===== src/rtl/dft_corr_pkg.sv =====
package dft_corr_pkg;
  localparam int REF_W    = 8;
  localparam int LUT_BITS = 4;

  typedef logic signed [REF_W-1:0] ref_t;

  // 16-point cosine table, amplitude 127
  function automatic ref_t cos_lut(input logic [LUT_BITS-1:0] k);
    case (k)
      4'd0:    return 8'sd127;
      4'd1:    return 8'sd117;
      4'd2:    return 8'sd90;
      4'd3:    return 8'sd49;
      4'd4:    return 8'sd0;
      4'd5:    return -8'sd49;
      4'd6:    return -8'sd90;
      4'd7:    return -8'sd117;
      4'd8:    return -8'sd127;
      4'd9:    return -8'sd117;
      4'd10:   return -8'sd90;
      4'd11:   return -8'sd49;
      4'd12:   return 8'sd0;
      4'd13:   return 8'sd49;
      4'd14:   return 8'sd90;
      default: return 8'sd117;
    endcase
  endfunction
endpackage


===== src/rtl/dft_corr_phase.sv =====
module dft_corr_phase
  import dft_corr_pkg::*;
#(
  parameter int PHASE_W = 27
) (
  input  logic               clk_i,
  input  logic               rst_ni,
  input  logic               clr_i,
  input  logic               adv_i,
  input  logic [PHASE_W-1:0] inc_i,
  output ref_t               cos_o,
  output ref_t               nsin_o
);
  logic [PHASE_W-1:0]  phase_q;
  logic [LUT_BITS-1:0] k;

  always_ff @(posedge clk_i or negedge rst_ni) begin
    if (!rst_ni)     phase_q <= '0;
    else if (clr_i)  phase_q <= '0;
    else if (adv_i)  phase_q <= phase_q + inc_i;
  end

  assign k      = phase_q[PHASE_W-1 -: LUT_BITS];
  assign cos_o  = cos_lut(k);
  // -sin(x) = cos(x + quarter turn)
  assign nsin_o = cos_lut(k + LUT_BITS'(4));

  AST_PHASE_RESTART: assert property (@(posedge clk_i) disable iff (!rst_ni)
    clr_i |=> phase_q == '0);
endmodule


===== src/rtl/dft_corr_mac.sv =====
module dft_corr_mac #(
  parameter int SAMPLE_W = 12,
  parameter int REF_W    = 8,
  parameter int ACC_W    = 30,
  parameter int N_SAMP   = 1024
) (
  input  logic                       clk_i,
  input  logic                       rst_ni,
  input  logic                       clr_i,
  input  logic                       en_i,
  input  logic signed [SAMPLE_W-1:0] sample_i,
  input  logic signed [REF_W-1:0]    ref_i,
  output logic signed [ACC_W-1:0]    acc_o
);
  localparam int PROD_W = SAMPLE_W + REF_W;
  localparam logic signed [ACC_W-1:0] ACC_LIM =
    ACC_W'(longint'(N_SAMP) * (longint'(1) << (SAMPLE_W-1)) * ((longint'(1) << (REF_W-1)) - 1));

  logic signed [PROD_W-1:0] prod;
  logic signed [ACC_W-1:0]  acc_q;

  assign prod = PROD_W'(sample_i) * PROD_W'(ref_i);

  always_ff @(posedge clk_i or negedge rst_ni) begin
    if (!rst_ni)    acc_q <= '0;
    else if (clr_i) acc_q <= '0;
    else if (en_i)  acc_q <= acc_q + ACC_W'(prod);
  end

  assign acc_o = acc_q;

  AST_NO_OVERFLOW: assert property (@(posedge clk_i) disable iff (!rst_ni)
    (acc_q <= ACC_LIM) && (acc_q >= -ACC_LIM));
  AST_IDLE_HOLD: assert property (@(posedge clk_i) disable iff (!rst_ni)
    (!en_i && !clr_i) |=> $stable(acc_q));
endmodule


===== src/rtl/dft_corr_scale.sv =====
module dft_corr_scale #(
  parameter int ACC_W = 30,
  parameter int OUT_W = 16,
  parameter int SHIFT = 10
) (
  input  logic signed [ACC_W-1:0]   acc_re_i,
  input  logic signed [ACC_W-1:0]   acc_im_i,
  output logic signed [OUT_W-1:0]   re_o,
  output logic signed [OUT_W-1:0]   im_o,
  output logic        [2*OUT_W:0]   mag_o
);
  localparam int MAG_W = 2*OUT_W + 1;
  localparam logic signed [ACC_W-1:0] SAT_HI = ACC_W'((longint'(1) << (OUT_W-1)) - 1);
  localparam logic signed [ACC_W-1:0] SAT_LO = -SAT_HI - ACC_W'(1);

  logic signed [ACC_W-1:0]   acc [2];
  logic signed [OUT_W-1:0]   val [2];
  logic signed [2*OUT_W-1:0] sq  [2];

  assign acc[0] = acc_re_i;
  assign acc[1] = acc_im_i;

  for (genvar c = 0; c < 2; c++) begin : g_ch
    logic signed [ACC_W-1:0] shifted;
    assign shifted = acc[c] >>> SHIFT;
    always_comb begin
      if (shifted > SAT_HI)      val[c] = SAT_HI[OUT_W-1:0];
      else if (shifted < SAT_LO) val[c] = SAT_LO[OUT_W-1:0];
      else                       val[c] = shifted[OUT_W-1:0];
    end
    assign sq[c] = (2*OUT_W)'(val[c]) * (2*OUT_W)'(val[c]);
  end

  assign re_o  = val[0];
  assign im_o  = val[1];
  assign mag_o = MAG_W'($unsigned(sq[0])) + MAG_W'($unsigned(sq[1]));
endmodule


===== src/rtl/dft_corr.sv =====
module dft_corr
  import dft_corr_pkg::*;
#(
  parameter int SAMPLE_W  = 12,
  parameter int PHASE_W   = 27,
  parameter int N_SAMPLES = 1024,
  parameter int OUT_W     = 16,
  parameter int SHIFT     = 10
) (
  input  logic                       clk_i,
  input  logic                       rst_ni,
  input  logic                       start_i,
  input  logic                       sample_valid_i,
  input  logic signed [SAMPLE_W-1:0] sample_i,
  input  logic [PHASE_W-1:0]         phase_inc_i,
  output logic                       valid_o,
  output logic signed [OUT_W-1:0]    re_o,
  output logic signed [OUT_W-1:0]    im_o,
  output logic [2*OUT_W:0]           mag_o
);
  localparam int CNT_W = $clog2(N_SAMPLES);
  localparam int ACC_W = SAMPLE_W + REF_W + CNT_W;
  localparam int MAG_W = 2*OUT_W + 1;

  logic             busy_q, fin_q, valid_q;
  logic [CNT_W-1:0] cnt_q;
  logic             accept, last;

  ref_t                    refs [2];
  logic signed [ACC_W-1:0] acc  [2];
  logic signed [OUT_W-1:0] re_s, im_s, re_q, im_q;
  logic [MAG_W-1:0]        mag_s, mag_q;

  assign accept = sample_valid_i && busy_q && !start_i;
  assign last   = accept && (cnt_q == CNT_W'(N_SAMPLES-1));

  always_ff @(posedge clk_i or negedge rst_ni) begin
    if (!rst_ni) begin
      busy_q <= 1'b0;
      cnt_q  <= '0;
      fin_q  <= 1'b0;
    end else begin
      fin_q <= last;
      if (start_i) begin
        busy_q <= 1'b1;
        cnt_q  <= '0;
      end else if (accept) begin
        cnt_q <= cnt_q + CNT_W'(1);
        if (last) busy_q <= 1'b0;
      end
    end
  end

  dft_corr_phase #(.PHASE_W(PHASE_W)) u_phase (
    .clk_i  (clk_i),
    .rst_ni (rst_ni),
    .clr_i  (start_i),
    .adv_i  (accept),
    .inc_i  (phase_inc_i),
    .cos_o  (refs[0]),
    .nsin_o (refs[1])
  );

  for (genvar c = 0; c < 2; c++) begin : g_mac
    dft_corr_mac #(
      .SAMPLE_W (SAMPLE_W),
      .REF_W    (REF_W),
      .ACC_W    (ACC_W),
      .N_SAMP   (N_SAMPLES)
    ) u_mac (
      .clk_i    (clk_i),
      .rst_ni   (rst_ni),
      .clr_i    (start_i),
      .en_i     (accept),
      .sample_i (sample_i),
      .ref_i    (refs[c]),
      .acc_o    (acc[c])
    );
  end

  dft_corr_scale #(.ACC_W(ACC_W), .OUT_W(OUT_W), .SHIFT(SHIFT)) u_scale (
    .acc_re_i (acc[0]),
    .acc_im_i (acc[1]),
    .re_o     (re_s),
    .im_o     (im_s),
    .mag_o    (mag_s)
  );

  always_ff @(posedge clk_i or negedge rst_ni) begin
    if (!rst_ni) begin
      valid_q <= 1'b0;
      re_q    <= '0;
      im_q    <= '0;
      mag_q   <= '0;
    end else begin
      valid_q <= fin_q;
      if (fin_q) begin
        re_q  <= re_s;
        im_q  <= im_s;
        mag_q <= mag_s;
      end
    end
  end

  assign valid_o = valid_q;
  assign re_o    = re_q;
  assign im_o    = im_q;
  assign mag_o   = mag_q;

  AST_VALID_PULSE: assert property (@(posedge clk_i) disable iff (!rst_ni)
    valid_q |=> !valid_q);
  AST_RESULT_HOLD: assert property (@(posedge clk_i) disable iff (!rst_ni)
    !valid_q |-> ($stable(re_q) && $stable(im_q) && $stable(mag_q)));
  AST_ABORT_NO_VALID: assert property (@(posedge clk_i) disable iff (!rst_ni)
    start_i |=> !fin_q);
endmodule


===== config.mk =====
export PLATFORM = sky130hd
export DESIGN_NAME = dft_corr
export DESIGN_NICKNAME = d
export VERILOG_FILES = /design/src/rtl/dft_corr_pkg.sv /design/src/rtl/dft_corr_phase.sv /design/src/rtl/dft_corr_mac.sv /design/src/rtl/dft_corr_scale.sv /design/src/rtl/dft_corr.sv
export SDC_FILE = /design/constraint.sdc
export NUM_CORES = 2
export LEC_CHECK = 0
export BUFFER_PORTS_ARGS = -buffer_cell sky130_fd_sc_hd__buf_2
export CORE_UTILIZATION = 60
export CTS_CLUSTER_DIAMETER = 60
export DETAILED_ROUTE_END_ITERATION = 6
export GPL_ROUTABILITY_DRIVEN = 0
export HOLD_SLACK_MARGIN = 0.08
export PLACE_DENSITY = 0.76
export SLEW_MARGIN = 20
export SYNTH_ARGS = -nofsm -noshare
export SYNTH_HDL_FRONTEND = slang
export SYNTH_SLANG_ARGS = --single-unit

===== constraint.sdc =====
create_clock -name clk_i -period 12 [get_ports clk_i]
set_input_delay 1.2 -clock clk_i [delete_from_list [all_inputs] [get_ports clk_i]]
set_output_delay 1.2 -clock clk_i [all_outputs]
set_load 0.1 [all_outputs]

==> impl_metrics.env <==
export IMPL_status="finished with violations"
export IMPL_violations="DRC"
export IMPL_die_area_um2=64800
export IMPL_ys_flop_type="dfrtp_1"
export IMPL_syn_to_final_growth_pct=5.42
export IMPL_worstSetupPathType="reg2reg"
export IMPL_reg2regPathDepth=35
export IMPL_fin_crit_sh=0.868
export IMPL_final_cell_mix="inv_1 (1,033), fa_1 (756), nand2_1 (421)"
export IMPL_num_vias=28678
export IMPL_cp_arrival_ns=10.82
export IMPL_synthArstFlopShare=1.00
export IMPL_grt_max_degree=73
export IMPL_rsz0062_at_grt="false"
export IMPL_hp_class="reg2reg"
export IMPL_yosys_top_cells_area="fa_1 (40%), ha_1 (12%), dfrtp_1 (11%), inv_1 (10%), nand2_1 (4.1%)"
export IMPL_fillCellCount=5276
export IMPL_synth_distinct_cells=74
export IMPL_place_ws_ns=1.82
export IMPL_io_pins=109
export IMPL_ant_nets=0
export IMPL_cts_buffers=17
export IMPL_ys_ff_latch=165
export IMPL_finalSetupViolations=0
export IMPL_worstPathRequired_ns=12.40
export IMPL_rr_endpoint="mag_o[30]"
export IMPL_clock_latency_ns=0.53
export IMPL_clkTransAtPathRegs_ns=0.09
export IMPL_dp_hpwl_um=75200
export IMPL_firstDrtPassIters=7
export IMPL_yosysSeqAreaShare=0.108
export IMPL_syn_num_nets=5393
export IMPL_vias_per_cell=5.57
export IMPL_ys_warn_count=0
export IMPL_min_to="mag_o[2]"
export IMPL_cts_sinks=165
export IMPL_die_w_um=255
export IMPL_period_minus_slack_ns=10.42
export IMPL_slew_headroom=0.275
export IMPL_route_detailed_drc=5
export IMPL_drv_slew=0
export IMPL_worstHoldStart="mag_o[2]"
export IMPL_cp_slowest_cell="a21oi_1"
export IMPL_cts_tree="yes"
export IMPL_setup_tns_ns=0
export IMPL_max_slew_worst_pin_slew_ns=1.08
export IMPL_root_buffer="clkbuf_16"
export IMPL_first_iter_violations=2079
export IMPL_start_util=0.607
export IMPL_cp_max_fo=19
export IMPL_port_buffer_count=108
export IMPL_critPathMostFrequentCell="fa_1"
export IMPL_layout_commonest_cell="inv_1"
export IMPL_htreeDepth=4
export IMPL_fin_ws_ns=1.58
export IMPL_postSynthAreaPerCell_um2=9.05
export IMPL_grt_overflow=0
export IMPL_grt_pass1_vias=29986
export IMPL_yosysTopAreaCell="fa_1"
export IMPL_clock_fmax_mhz=96.0
export IMPL_drv_cap=0
export IMPL_cts_path_max_buffers=2
export IMPL_wirelength_um=92300
export IMPL_grt_usage=0.304
export IMPL_cts_setup_buffers=0
export IMPL_fp_row_count=92
export IMPL_end_kind="flip-flop"
export IMPL_start_kind="flip-flop"
export IMPL_synth_top_area_frac=0.395
export IMPL_core_um2=63100
export IMPL_fin_nets=5441
export IMPL_r2r_start="g_mac[1].u_mac.acc_o[29]"
export IMPL_hold_viol_final=0
export IMPL_synth_edf_count=0
export IMPL_grt_pass1_wl_um=153000
export IMPL_finClkSkew_ns=0.0203
export IMPL_cts_resized=0
export IMPL_antenna_found_initial=11
export IMPL_netlist_area_um2=38300
export IMPL_crit_path_max_incr_delay_ns=0.78
export IMPL_r2r_slack_ns=1.58
export IMPL_synth_cells=4233
export IMPL_drive_gt1_frac=0.0622
export IMPL_hold_depth=1
export IMPL_hold_buffers=0
export IMPL_die_h_um=255
export IMPL_wl_per_cell_um=17.9
==> synth_stat cells, drive strengths merged (33+ instances only) <==
cell type  count
o21ai        145
xnor2        147
clkbuf       104
nand2b        33
fa           756
a21oi        236
inv         1033
and2          72
nand2        422
dfrtp        165
nor2         258
mux2          52
ha           361
xor2          39
a21o          67
==> critical path, delay by kind of cell, from the launching register on <==
family | cells | cell delay (ns)
fa+ha+maj | 8 | 3.61
compound gates | 14 | 3.41
simple gates | 4 | 1.35
buf+inv | 6 | 0.81
flops | 1 | 0.64
mux | 1 | 0.25
xor+xnor | 2 | 0.23
==> metal layers <==
layer	GRT usage	up-vias	routed length (um)
met1	0.401	14324	37700
li1	-	13033	-
met4	0.103	4	3050
met5	0	-	23
met3	0.0635	223	7260
met2	0.500	1094	44300
==> registers in the layout (all words and copies together) (netlist names) <==
register and flops:
fin_q 1, valid_o 1, busy_q 1, u_phase.phase_q 27, re_o 16, g_mac.u_mac.acc_o 60, cnt_q 10, im_o 16
mag_o 33
==> stage by stage <==
step	cell area [um^2]	std cells	hold slack, ns	utilization
5_1_grt	40400	5146	0.523	0.640
4_1_cts	40300	5140	0.508	0.640
3_3_place_gp	39700	5108	0.488	0.630
3_5_place_dp	39700	5108	0.490	0.630
6_report	40400	5147	0.508	0.640
2_1_floorplan	38300	4233	0.352	-
==> cell families after synthesis <==
group | Yosys count | share of synthesized area
AO/OA/AOI/OAI | 593 | 0.0945
XOR/XNOR | 186 | 0.0425
adder cells (fa/ha/maj) | 1117 | 0.513
buffers and inverters | 1152 | 0.113
flip-flops | 165 | 0.108
multiplexers | 59 | 0.0172
AND/OR/NAND/NOR | 961 | 0.112
==> area by class of cell <==
| class | count | area [um^2] | area share |
|---|---|---|---|
| sequential | 165 | 4130 | 0.102 |
| clock inverter | 15 | 178 | 0.00440 |
| antenna | 7 | 17.5 | 0.000434 |
| tap | 846 | 1060 | 0.0262 |
| inverter | 1041 | 3910 | 0.0968 |
| timing repair buffer | 140 | 792 | 0.0196 |
| multi-input combinational | 2916 | 29900 | 0.740 |
| clock buffer | 17 | 425 | 0.0105 |
==> worst max-delay path by stage <==
stage | start | end | slack, ns | cells after the start
2_1_floorplan | g_mac[1].u_mac.acc_o[28] | mag_o[30] | 2.59 | 37
3_3_place_gp | g_mac[1].u_mac.acc_o[28] | mag_o[30] | 1.97 | 35
3_5_place_dp | g_mac[1].u_mac.acc_o[29] | mag_o[30] | 1.82 | 35
4_1_cts | g_mac[1].u_mac.acc_o[29] | mag_o[30] | 1.74 | 35
5_1_grt | g_mac[1].u_mac.acc_o[29] | mag_o[30] | 1.14 | 33
6_report | g_mac[1].u_mac.acc_o[29] | mag_o[30] | 1.58 | 35
Power is not shown: default switching activity piles up to over one toggle a cycle in this logic, so the estimate is an artifact.
